### src/rtl/fu_steer_pkg.sv
package fu_steer_pkg;
  localparam int UNITS  = 4;
  localparam int CASE_W = 2;
  localparam int IDX_W  = $clog2(UNITS);
  localparam int VEC_W  = UNITS * CASE_W;
  localparam int MAP_W  = UNITS * IDX_W;
  localparam int NCASE  = 1 << CASE_W;

  typedef enum logic {
    POL_INT = 1'b0,
    POL_FP  = 1'b1
  } policy_e;

  typedef struct packed {
    logic             loadIdx;
    logic [UNITS-1:0] padMask;
    logic [UNITS-1:0] validNext;
  } steer_strb_t;
endpackage

### src/rtl/fu_steer_ctrl.sv
module fu_steer_ctrl import fu_steer_pkg::*; (
  input  logic [UNITS-1:0] opValid,
  output steer_strb_t      strb
);
  always_comb begin
    strb.loadIdx   = |opValid;
    strb.padMask   = ~opValid;
    strb.validNext = opValid;
  end
endmodule

### src/rtl/fu_steer_lut.sv
module fu_steer_lut import fu_steer_pkg::*; #(
  parameter policy_e POLICY = POL_INT
) (
  input  logic [VEC_W-1:0] caseVec,
  output logic [MAP_W-1:0] unitMap
);
  logic [UNITS-1:0] resvMask [NCASE];

  generate
    if (POLICY == POL_INT) begin : g_int
      always_comb begin
        for (int c = 0; c < NCASE; c++) begin
          if (c == 0) resvMask[c] = {1'b0, {(UNITS-1){1'b1}}};
          else        resvMask[c] = UNITS'(1) << (UNITS-1);
        end
      end
    end else begin : g_fp
      always_comb begin
        for (int c = 0; c < NCASE; c++) begin
          resvMask[c] = UNITS'(1) << (c % UNITS);
        end
      end
    end
  endgenerate

  function automatic logic [IDX_W-1:0] lowestSet(input logic [UNITS-1:0] m);
    logic [IDX_W-1:0] r;
    r = '0;
    for (int k = UNITS-1; k >= 0; k--) begin
      if (m[k]) r = IDX_W'(k);
    end
    return r;
  endfunction

  always_comb begin
    logic [UNITS-1:0]  freeM;
    logic [UNITS-1:0]  cand;
    logic [IDX_W-1:0]  pick;
    logic [CASE_W-1:0] cs;
    freeM   = '1;
    unitMap = '0;
    for (int s = 0; s < UNITS; s++) begin
      cs   = caseVec[s*CASE_W +: CASE_W];
      cand = resvMask[cs] & freeM;
      if (cand != '0) pick = lowestSet(cand);
      else            pick = lowestSet(freeM);
      unitMap[s*IDX_W +: IDX_W] = pick;
      freeM[pick] = 1'b0;
    end
  end
endmodule

### src/rtl/fu_steer_dp.sv
module fu_steer_dp import fu_steer_pkg::*; #(
  parameter policy_e           POLICY   = POL_INT,
  parameter logic [CASE_W-1:0] PAD_CASE = 2'b11
) (
  input  logic             clk,
  input  logic             rstN,
  input  logic [UNITS-1:0] opValid,
  input  logic [VEC_W-1:0] opCase,
  input  steer_strb_t      strb,
  output logic [MAP_W-1:0] unitIdx,
  output logic [UNITS-1:0] unitValid
);
  logic [VEC_W-1:0] caseVec;
  logic [MAP_W-1:0] unitMap;

  generate
    for (genvar s = 0; s < UNITS; s++) begin : g_pack
      assign caseVec[s*CASE_W +: CASE_W] =
        strb.padMask[s] ? PAD_CASE : opCase[s*CASE_W +: CASE_W];
    end
  endgenerate

  fu_steer_lut #(.POLICY(POLICY)) u_lut (
    .caseVec (caseVec),
    .unitMap (unitMap)
  );

  always_ff @(posedge clk or negedge rstN) begin
    if (!rstN) begin
      unitIdx   <= '0;
      unitValid <= '0;
    end else begin
      unitValid <= strb.validNext;
      if (strb.loadIdx) unitIdx <= unitMap;
    end
  end

  // valid output follows issue with one edge of latency
  a_r2_valid_follows: assert property (@(posedge clk) disable iff (!rstN)
    1'b1 |=> unitValid == $past(opValid));

  // idle cycle clears valids and freezes indices
  a_r9_idle_hold: assert property (@(posedge clk) disable iff (!rstN)
    (opValid == '0) |=> (unitValid == '0) && $stable(unitIdx));

  // no two live slots share a module
  generate
    for (genvar i = 0; i < UNITS; i++) begin : g_pi
      for (genvar j = i + 1; j < UNITS; j++) begin : g_pj
        a_r3_distinct: assert property (@(posedge clk) disable iff (!rstN)
          (unitValid[i] && unitValid[j]) |->
            unitIdx[i*IDX_W +: IDX_W] != unitIdx[j*IDX_W +: IDX_W]);
      end
    end
    if (POLICY == POL_INT) begin : g_a_int
      // slot 0 always lands in its reserved set
      a_r4_slot0_zero: assert property (@(posedge clk) disable iff (!rstN)
        (opValid[0] && opCase[CASE_W-1:0] == '0) |=>
          unitIdx[IDX_W-1:0] != IDX_W'(UNITS-1));
      a_r4_slot0_other: assert property (@(posedge clk) disable iff (!rstN)
        (opValid[0] && opCase[CASE_W-1:0] != '0) |=>
          unitIdx[IDX_W-1:0] == IDX_W'(UNITS-1));
    end else begin : g_a_fp
      // slot 0 always lands on the module of its own case
      a_r5_slot0_home: assert property (@(posedge clk) disable iff (!rstN)
        opValid[0] |=> unitIdx[IDX_W-1:0] == IDX_W'($past(opCase[CASE_W-1:0])));
    end
  endgenerate
endmodule

### src/rtl/fu_steer.sv
module fu_steer import fu_steer_pkg::*; #(
  parameter policy_e           POLICY   = POL_INT,
  parameter logic [CASE_W-1:0] PAD_CASE = 2'b11
) (
  input  logic             clk,
  input  logic             rstN,
  input  logic [UNITS-1:0] opValid,
  input  logic [VEC_W-1:0] opCase,
  output logic [MAP_W-1:0] unitIdx,
  output logic [UNITS-1:0] unitValid
);
  steer_strb_t strb;

  fu_steer_ctrl u_ctrl (
    .opValid (opValid),
    .strb    (strb)
  );

  fu_steer_dp #(.POLICY(POLICY), .PAD_CASE(PAD_CASE)) u_dp (
    .clk       (clk),
    .rstN      (rstN),
    .opValid   (opValid),
    .opCase    (opCase),
    .strb      (strb),
    .unitIdx   (unitIdx),
    .unitValid (unitValid)
  );

  // reset state is visible at the ports
  always_comb begin
    if (!rstN) begin
      a_r1_reset_clear: assert (unitValid == '0 && unitIdx == '0);
    end
  end
endmodule

### config.mk
export PLATFORM = sky130hd
export DESIGN_NAME = fu_steer
export DESIGN_NICKNAME = d
export VERILOG_FILES = /design/src/rtl/fu_steer_pkg.sv /design/src/rtl/fu_steer_ctrl.sv /design/src/rtl/fu_steer_lut.sv /design/src/rtl/fu_steer_dp.sv /design/src/rtl/fu_steer.sv
export SDC_FILE = /design/constraint.sdc
export NUM_CORES = 1
export LEC_CHECK = 0
export ABC_AREA = 1
export BUFFER_PORTS_ARGS = -buffer_cell sky130_fd_sc_hd__buf_2
export CAP_MARGIN = 5
export CORE_AREA = 2 2 39 41
export DETAILED_ROUTE_END_ITERATION = 8
export DIE_AREA = 0 0 41 43
export GPL_ROUTABILITY_DRIVEN = 0
export HOLD_SLACK_MARGIN = 0.08
export PLACE_DENSITY_LB_ADDON = 0.08
export SETUP_SLACK_MARGIN = 0.3
export SLEW_MARGIN = 10
export SYNTH_ARGS = -nofsm -noshare
export SYNTH_HDL_FRONTEND = slang
export SYNTH_HIERARCHICAL = 1
export SYNTH_SLANG_ARGS = --single-unit
### constraint.sdc
create_clock -name clk -period 1.3 [get_ports clk]
set_input_delay 0.13 -clock clk [delete_from_list [all_inputs] [get_ports clk]]
set_output_delay 0.13 -clock clk [all_outputs]
set_load 0.005 [all_outputs]
==> metrics.txt, run 1 <==
status=finished clean; nets@finish=~110; site row count=14; CTS sink cnt=12; post-DP HPWL=between 600 and 700 microns; CTS resizes=0; Worst setup endpoint=unitIdx[4]; CP Class=reg2out; Crit. Startpoint=u_dp/unitIdx[4]; clk_skew=0 ns; area grow syn2layout=26.3%; Chip Height=43 microns; CP Max Fanout=2; Reg-to-Reg Start=u_dp/unitIdx[4]; drt pass-1 iters=2; Die X-Extent=41 microns; CP Launch Type=flop; min cycle time layout=about 0.90 ns; Crit. End Element=output port; first-pass GRT wire length=between 1000 and 1500 microns; met3 wire length=around 66 microns; Met2 Routed Length=411 microns; Total GRT Usage=13.3%; wl on met1=410 microns; Power Dens Cells=943 nW/um^2; GRT overflow=0; initial DRC count=6; vias in the first global route=379; highest clock rate=1.11 GHz; Final Max Slew Viols=0; cts hold-fix bufs=5; R2R Setup Slk=0.69 ns; starting density of the core=41.6%; worst path arrival time=0.77 ns; Cell Area, Synth=between 500 and 600 sq um; final wirelength=908 microns; top sig layer=met4; P_leak=0.403 nW; remaining antenna violation count after routing=0; final hold violation count=0; Via-to-Cell Ratio=4.17; share of cells above drive strength 1=37.4%; clk slew on worst S/H paths=roughly 0.070 ns; Hold Path Class=in2reg; Bufs and invs on worst path=1; largest net degree at the start of global routing=13; CTS tree=built; # DRC=0; syn_nets=roughly 80; RSZ-0062 raised after global routing=no; Avg WL per Cell=8.49 microns; Gate Count Post-Synth=67; MaxCap Viol Count=0; Root Driver=clkbuf_4; worst vdd ir=0.567 mV; Clock Latency Late Sink=0.26 ns; die area=approximately 1800 sq um; worst stage delay on the critical path=0.38 ns; clk buf depth=2; reg2reg path depth=2; hold_ws=around 0.24 ns; number of CTS-inserted buffers=3; # IOs=26; Final setup viols=0; Stages on worst setup path=1; Slowest-stage cell, CP=dfrtp_1; hold path cells=5; Post-Syn Area per Cell=8.59 sq um; critical path cell sequence=buf_2; final period utilization=69.2%; Worst EP required=1.17 ns; Ant. Diodes=0; RR Endpoint=u_dp/unitIdx[4]; crit-path leading delay family=flip-flops; Setup Buffers After CTS=0; Warnings, synthesis=6; initial antenna violation count=0; Core Area=1380 sq um; Via Count=446; port bufs=23; final setup TNS=0 ns; CTS HTree Levels=1
==> worst min path at each step <==
stage	slack, ns	end	from
after CTS	0.22	u_dp/unitIdx[2]	opCase[1]
after floorplan	-0.17	u_dp/unitIdx[0]	rstN
after global placement	0.02	u_dp/unitIdx[0]	rstN
final	0.24	u_dp/unitIdx[2]	opCase[1]
after global routing	0.24	u_dp/unitIdx[2]	opCase[1]
after detailed placement	0.02	u_dp/unitIdx[1]	rstN
==> area by class of cell <==
class                           instances  area, sq um
Timing Repair Buffer                   28          165
Clock buffer                            3         22.5
Sequential cell                        12          300
Tap cell                               16         20.0
Fill cell                             143          657
Inverter                                7         33.8
Multi-Input combinational cell         41          185
==> state kept, by name (all words and copies together) (netlist names) <==
| register | cells |
|---|---|
| u_dp/unitIdx | 8 |
| u_dp/unitValid | 4 |
==> cell usage in the layout, fill, tap and decap left out, drive strengths merged <==
cell         instances
nand2               26
dfrtp               12
inv                  7
clkbuf               3
dlygate4sd3          5
nand3                1
buf                 23
nor2                 7
or2                  6
conb                 1
==> power breakdown <==
group          leakage [nW]  internal [W]  switching [W]
clock network        0.0138      0.000107       0.000105
logic                 0.248     0.0000431      0.0000392
registers             0.142      0.000387     0.00000483
total                 0.403      0.000537       0.000149
==> metrics by stage <==
stage	instance area, sq um	power [W]	utilization, %	instances	worst slack (ns)
global route	727	0.000737	52.5	107	0.357
detailed placement	654	0.000473	47.3	99	0.239
finish	727	0.000686	52.5	107	0.401
CTS	727	0.000702	52.5	107	0.384
floorplan	576	0.000444	-	67	0.369
global placement	654	0.000470	47.3	99	0.238
==> per-layer routing <==
metal / up-vias / GRT usage [%]
li1: 237 / -
met1: 189 / 15.4
met2: 18 / 18.1
met3: 2 / 4.71
met4: 0 / 12.0
met5: - / 0
(Power assumes the default switching activity.)
==> inputs of run 2 (changes only) <==
ABC_AREA = 0   (was 1)
CORE_AREA = unset   (was 2 2 39 41)
CORE_MARGIN = 2   (was unset)
CORE_UTILIZATION = 40   (was unset)
DIE_AREA = unset   (was 0 0 41 43)
clock period = 0.8 ns   (was 1.3 ns; I/O delays follow)
==> run 2 against run 1 <==
The run now ends with hold timing, setup timing left. Clock-buffer cell count unchanged. Clock power increased by 64%. Power increased by 64%. Largest cell class unchanged. Highest routed layer unchanged. Non-clock buffer count increased by 1. Routed wire length increased by 8.3%. Critical path type is now in2reg. Final cell count decreased by 20%. Area after synthesis increased by 0.43%. First-iteration DRC count decreased by 17%. Synthesized cell count decreased by 31%.
==> metrics.txt, run 2 <==
Avg WL per Cell=11.4 microns; RR Endpoint=u_dp/unitIdx[4]; Core Area=1320 sq um; starting density of the core=43.9%; Crit. Startpoint=opCase[2]; Via Count=slightly below 400; # fillers=around 120; Via-to-Cell Ratio=between 4 and 5; drt pass-1 iters=3; status=finished with violations; cts hold-fix bufs=1; Final setup viols=20; Flop pwr share=56.2%; Final Util=58.5%; R2R Setup Slk=0.04 ns; worst vdd ir=0.801 mV; CTS sink cnt=12; number of CTS-inserted buffers=3; P_leak=a little over 0.4 nW; area grow syn2layout=33.3%; Clock Latency Late Sink=0.25 ns; initial DRC count=5; Worst EP required=0.95 ns; clk buf depth=2; vias in the first global route=426; Warnings, synthesis=6; RSZ-0062 raised after global routing=yes; Worst setup endpoint=u_dp/unitIdx[4]; failing checks=hold timing, setup timing; port bufs=23; die area=between 1500 and 2000 sq um; Post-Syn Area per Cell=12.6 sq um; first-pass GRT wire length=1660 microns; share of cells above drive strength 1=between 70% and 80%; reg2reg path depth=1; Hold Path Class=in2reg; min cycle time layout=between 1 and 1.5 ns; max FFs per register=8; CTS tree=built; final non-filler cell area=771 sq um; clk slew on worst S/H paths=0.07 ns; Reg-to-Reg Start=u_dp/unitIdx[4]; Chip Height=~42 microns; critical path cell sequence=buf_6 > or2_4 > or4_4 > or3_1 > mux2_4; initial antenna violation count=0; Cell Area, Synth=approximately 580 sq um; switching fraction of total power=21.0%; nets@finish=87; highest clock rate=0.725 GHz; site row count=13; final worst setup slack=-0.580 ns; largest net degree at the start of global routing=13; clock power share=30.7%; Crit. End Element=flop; CP Launch Type=input port; # IOs=26; largest register by flop count=u_dp/unitIdx; Largest regs=u_dp/unitIdx x8, u_dp/unitValid x4; Final Max Slew Viols=0; final hold violation count=2; # DRC=0; Die X-Extent=42.0 microns; Slowest-stage cell, CP=or4_4; Cell Area, Placed=approximately 700 sq um; Root Driver=clkbuf_4; Int Pwr=around 0.00089 W; final period utilization=173%; Gate Count Post-Synth=between 40 and 50; CP Class=in2reg; register area=300 sq um; worst path arrival time=1.53 ns; Total GRT Usage=between 10% and 20%; syn_nets=60; Power Dens Cells=roughly 1500 nW/um^2; remaining antenna violation count after routing=0; CP Max Fanout=2; Comb pwr share=13.1%; GRT overflow=0; sw power=0.000237 W; MaxCap Viol Count=0; hold_ws=-0.0609 ns; commonest non-fill, non-tap cell in the layout=buf_2; multi-input combinational cell area=219 sq um; final wirelength=983 microns; worst stage delay on the critical path=between 0.5 and 0.6 ns; Ant. Diodes=0; clk_skew=0 ns; most frequent cells in the layout=20 x buf_2, 12 x dfrtp_1, 8 x mux2_4; CTS HTree Levels=1
[run 2: cell types whose count changed in the layout (fill, tap and decap cells not counted), moves of 4 or more]
cell / delta
dlygate4sd3_1: -4
or2_1: -4
nand2_1: -25
mux2_4: +8
buf_4: +4
[run 2: power by group through the flow]
stage	logic [W]	clock network, W	registers [W]
after floorplan	0.0000751	0	0.000647
after global placement	0.000131	0	0.000644
after detailed placement	0.000132	0	0.000644
after CTS	0.000150	0.000369	0.000632
after global routing	0.000162	0.000398	0.000635
final	0.000147	0.000346	0.000632
[run 2: how the worst min path moves through the flow]
stage / endpoint / slack [ns] / depth (start not counted) / startpoint
2_1_floorplan: u_dp/unitIdx[0] / -0.22 / 0 / rstN
3_3_place_gp: u_dp/unitIdx[4] / -0.03 / 1 / rstN
3_5_place_dp: u_dp/unitIdx[6] / -0.03 / 1 / rstN
4_1_cts: u_dp/unitValid[3] / -0.07 / 1 / opValid[3]
5_1_grt: u_dp/unitValid[3] / -0.07 / 1 / opValid[3]
6_report: u_dp/unitValid[3] / -0.06 / 1 / opValid[3]
[run 2: repair_timing]
action,in CTS,in global routing
setup buffers,1,0
pin swaps,5,1
cloned,0,0
gates resized for setup,8,0
setup endpoints to repair,20,20
hold endpoints to repair,16,4
[run 2: final cells by class]
| cell class | count | share of cell area (%) |
|---|---|---|
| flip-flops and latches | 12 | 39.0 |
| multi-input cells | 22 | 28.4 |
| repair buffers | 29 | 24.5 |
| clock buffers | 3 | 2.92 |
| inverters | 5 | 2.76 |
| well taps | 15 | 2.44 |
[run 2: through the flow]
stage	total power, W	setup slack [ns]	std cells	setup TNS, ns
floorplan	0.000722	-0.759	46	-3.34
global route	0.00119	-0.574	86	-3.61
detailed placement	0.000776	-0.935	81	-5.15
finish	0.00112	-0.580	86	-3.07
global placement	0.000775	-0.890	81	-5.08
CTS	0.00115	-0.566	86	-3.23
[run 2: worst max-delay path: cells and delay by family]
family | cells | cell delay [ns]
simple gates | 3 | 1.10
mux | 1 | 0.26
buf+inv | 1 | 0.09
[run 2: metal layers]
layer  global-route usage (%)  wire length (microns)  vias to the layer above
met1                     15.5                    428                      191
met4                     7.50                      8                        0
met2                     20.6                    493                       14
li1                         -                      -                      189
met5                        0                      0                        -
met3                     3.88                     51                        2
==> inputs of run 3 (changes only) <==
SKIP_CTS_REPAIR_TIMING = 1   (was unset)
==> run 3 against run 2 <==
The run still ends with hold timing, setup timing left. Power increased by 0.41%. Sequential power barely moved. Via count fell by 0.76%. First-iteration DRC count unchanged. Worst hold slack got worse by 0.0016 ns. Cell area unchanged. Highest routed layer unchanged. Critical endpoint unchanged. Critical path type unchanged. Largest cell class unchanged. Sequential share of layout area did not move. Global-route usage decreased by 0.27 points. Combinational power rose by 3%. Die area unchanged.
==> metrics.txt, run 3 (same netlist as run 2, synthesis figures left out) <==
remaining antenna violation count after routing=0; starting density of the core=between 40% and 50%; Via-to-Cell Ratio=approximately 4.6; max FFs per register=8; most frequent cells in the layout=20 x buf_2, 12 x dfrtp_1, 8 x mux2_4; die area=1770 sq um; Ant. Diodes=0; P_leak=0.414 nW; initial antenna violation count=0; number of CTS-inserted buffers=3; CP Class=in2reg; Largest regs=u_dp/unitIdx x8, u_dp/unitValid x4; first-pass GRT wire length=between 1500 and 2000 microns; share of cells above drive strength 1=70.4%; final std cells w/o fill=86; failing checks=hold timing, setup timing; final non-filler cell area=771 sq um; CTS sink cnt=12; MaxCap Viol Count=0; clk slew on worst S/H paths=about 0.070 ns; Root Driver=clkbuf_4; commonest non-fill, non-tap cell in the layout=buf_2; Power Dens Cells=1470 nW/um^2; CP Launch Type=input port; highest clock rate=0.724 GHz; Via Count=a little under 400; initial DRC count=5; Final Max Slew Viols=0; final setup TNS=-2.95 ns; RSZ-0062 raised after global routing=yes; Crit. End Element=flop; largest net degree at the start of global routing=13; area grow syn2layout=33.3%; status=finished with violations; Reg-to-Reg Start=u_dp/unitIdx[4]; Worst EP required=0.95 ns; min cycle time layout=1.38 ns; Hold Path Class=in2reg; nets@finish=87; Die X-Extent=42.0 microns; Core Area=1320 sq um; clk_skew=0 ns; site row count=13; Avg WL per Cell=approximately 11 microns; final period utilization=173%; final hold violation count=2; worst vdd ir=a little over 0.8 mV; Total GRT Usage=12.7%; HP Start=opValid[3]; Cell Area, Placed=between 600 and 700 sq um; final wirelength=slightly below 1000 microns; final worst setup slack=-0.581 ns; Chip Height=42.0 microns; worst path arrival time=1.53 ns; Crit. Startpoint=opCase[2]; Clock Latency Late Sink=0.25 ns; Placed Instances=between 80 and 90; # DRC=0; CP Max Fanout=2; # IOs=26; vias in the first global route=406; port bufs=23; drt pass-1 iters=3; GRT overflow=0; hold_ws=-0.0625 ns; largest register by flop count=u_dp/unitIdx; CTS HTree Levels=1; CTS tree=built; clk buf depth=2; Final setup viols=20
## run 3: cell counts in the layout (fill, tap and decap cells not counted)
Identical to the previous run, type by type.
## run 3: routing by layer
layer / global-route usage, % / part of all wire [%]
met4: 7.50 / 0.83
met1: 16.1 / 45
met5: 0 / 0
met3: 3.88 / 5.3
met2: 19.1 / 49
## run 3: layout make-up
cell class | instances | area [sq um]
tap | 15 | 18.8
clock buffer | 3 | 22.5
timing repair buffer | 29 | 189
multi-input combinational | 22 | 219
sequential | 12 | 300
inverter | 5 | 21.3
fill | 118 | 547
## run 3: path summary, 6_finish.rpt
kind | depth (start not counted) | endpoint | slack [ns]
setup / recovery | 5 | u_dp/unitIdx[4] | -0.58
hold / removal | 1 | u_dp/unitValid[3] | -0.06
setup reg to reg | 1 | u_dp/unitIdx[4] | 0.04
hold reg to reg | 1 | u_dp/unitIdx[3] | 0.50
min in group asynchronous | 2 | u_dp/unitIdx[4] | 0.23
max in group asynchronous | 2 | u_dp/unitIdx[1] | 0.35
## run 3: critical path, cell delays in order
cell    delay, ns
buf_6        0.09
or2_4        0.24
or4_4        0.53
or3_1        0.33
mux2_4       0.26
## run 3: power by group
part	leakage, nW	total, W	internal (W)	switching, W
Combinational	0.259	0.000152	0.0000935	0.0000583
Clock	0.0138	0.000345	0.000173	0.000172
Sequential	0.141	0.000632	0.000626	0.00000675
Total	0.414	0.00113	0.000892	0.000237
## run 3: stage by stage
step                      setup slack, ns  utilization, %  total power, W
final                              -0.581            58.5         0.00113
after detailed placement           -0.935            53.1        0.000776
after floorplan                    -0.759               -        0.000722
after CTS                          -0.651            54.8         0.00113
after global placement             -0.890            53.1        0.000775
after global routing               -0.573            58.5         0.00120
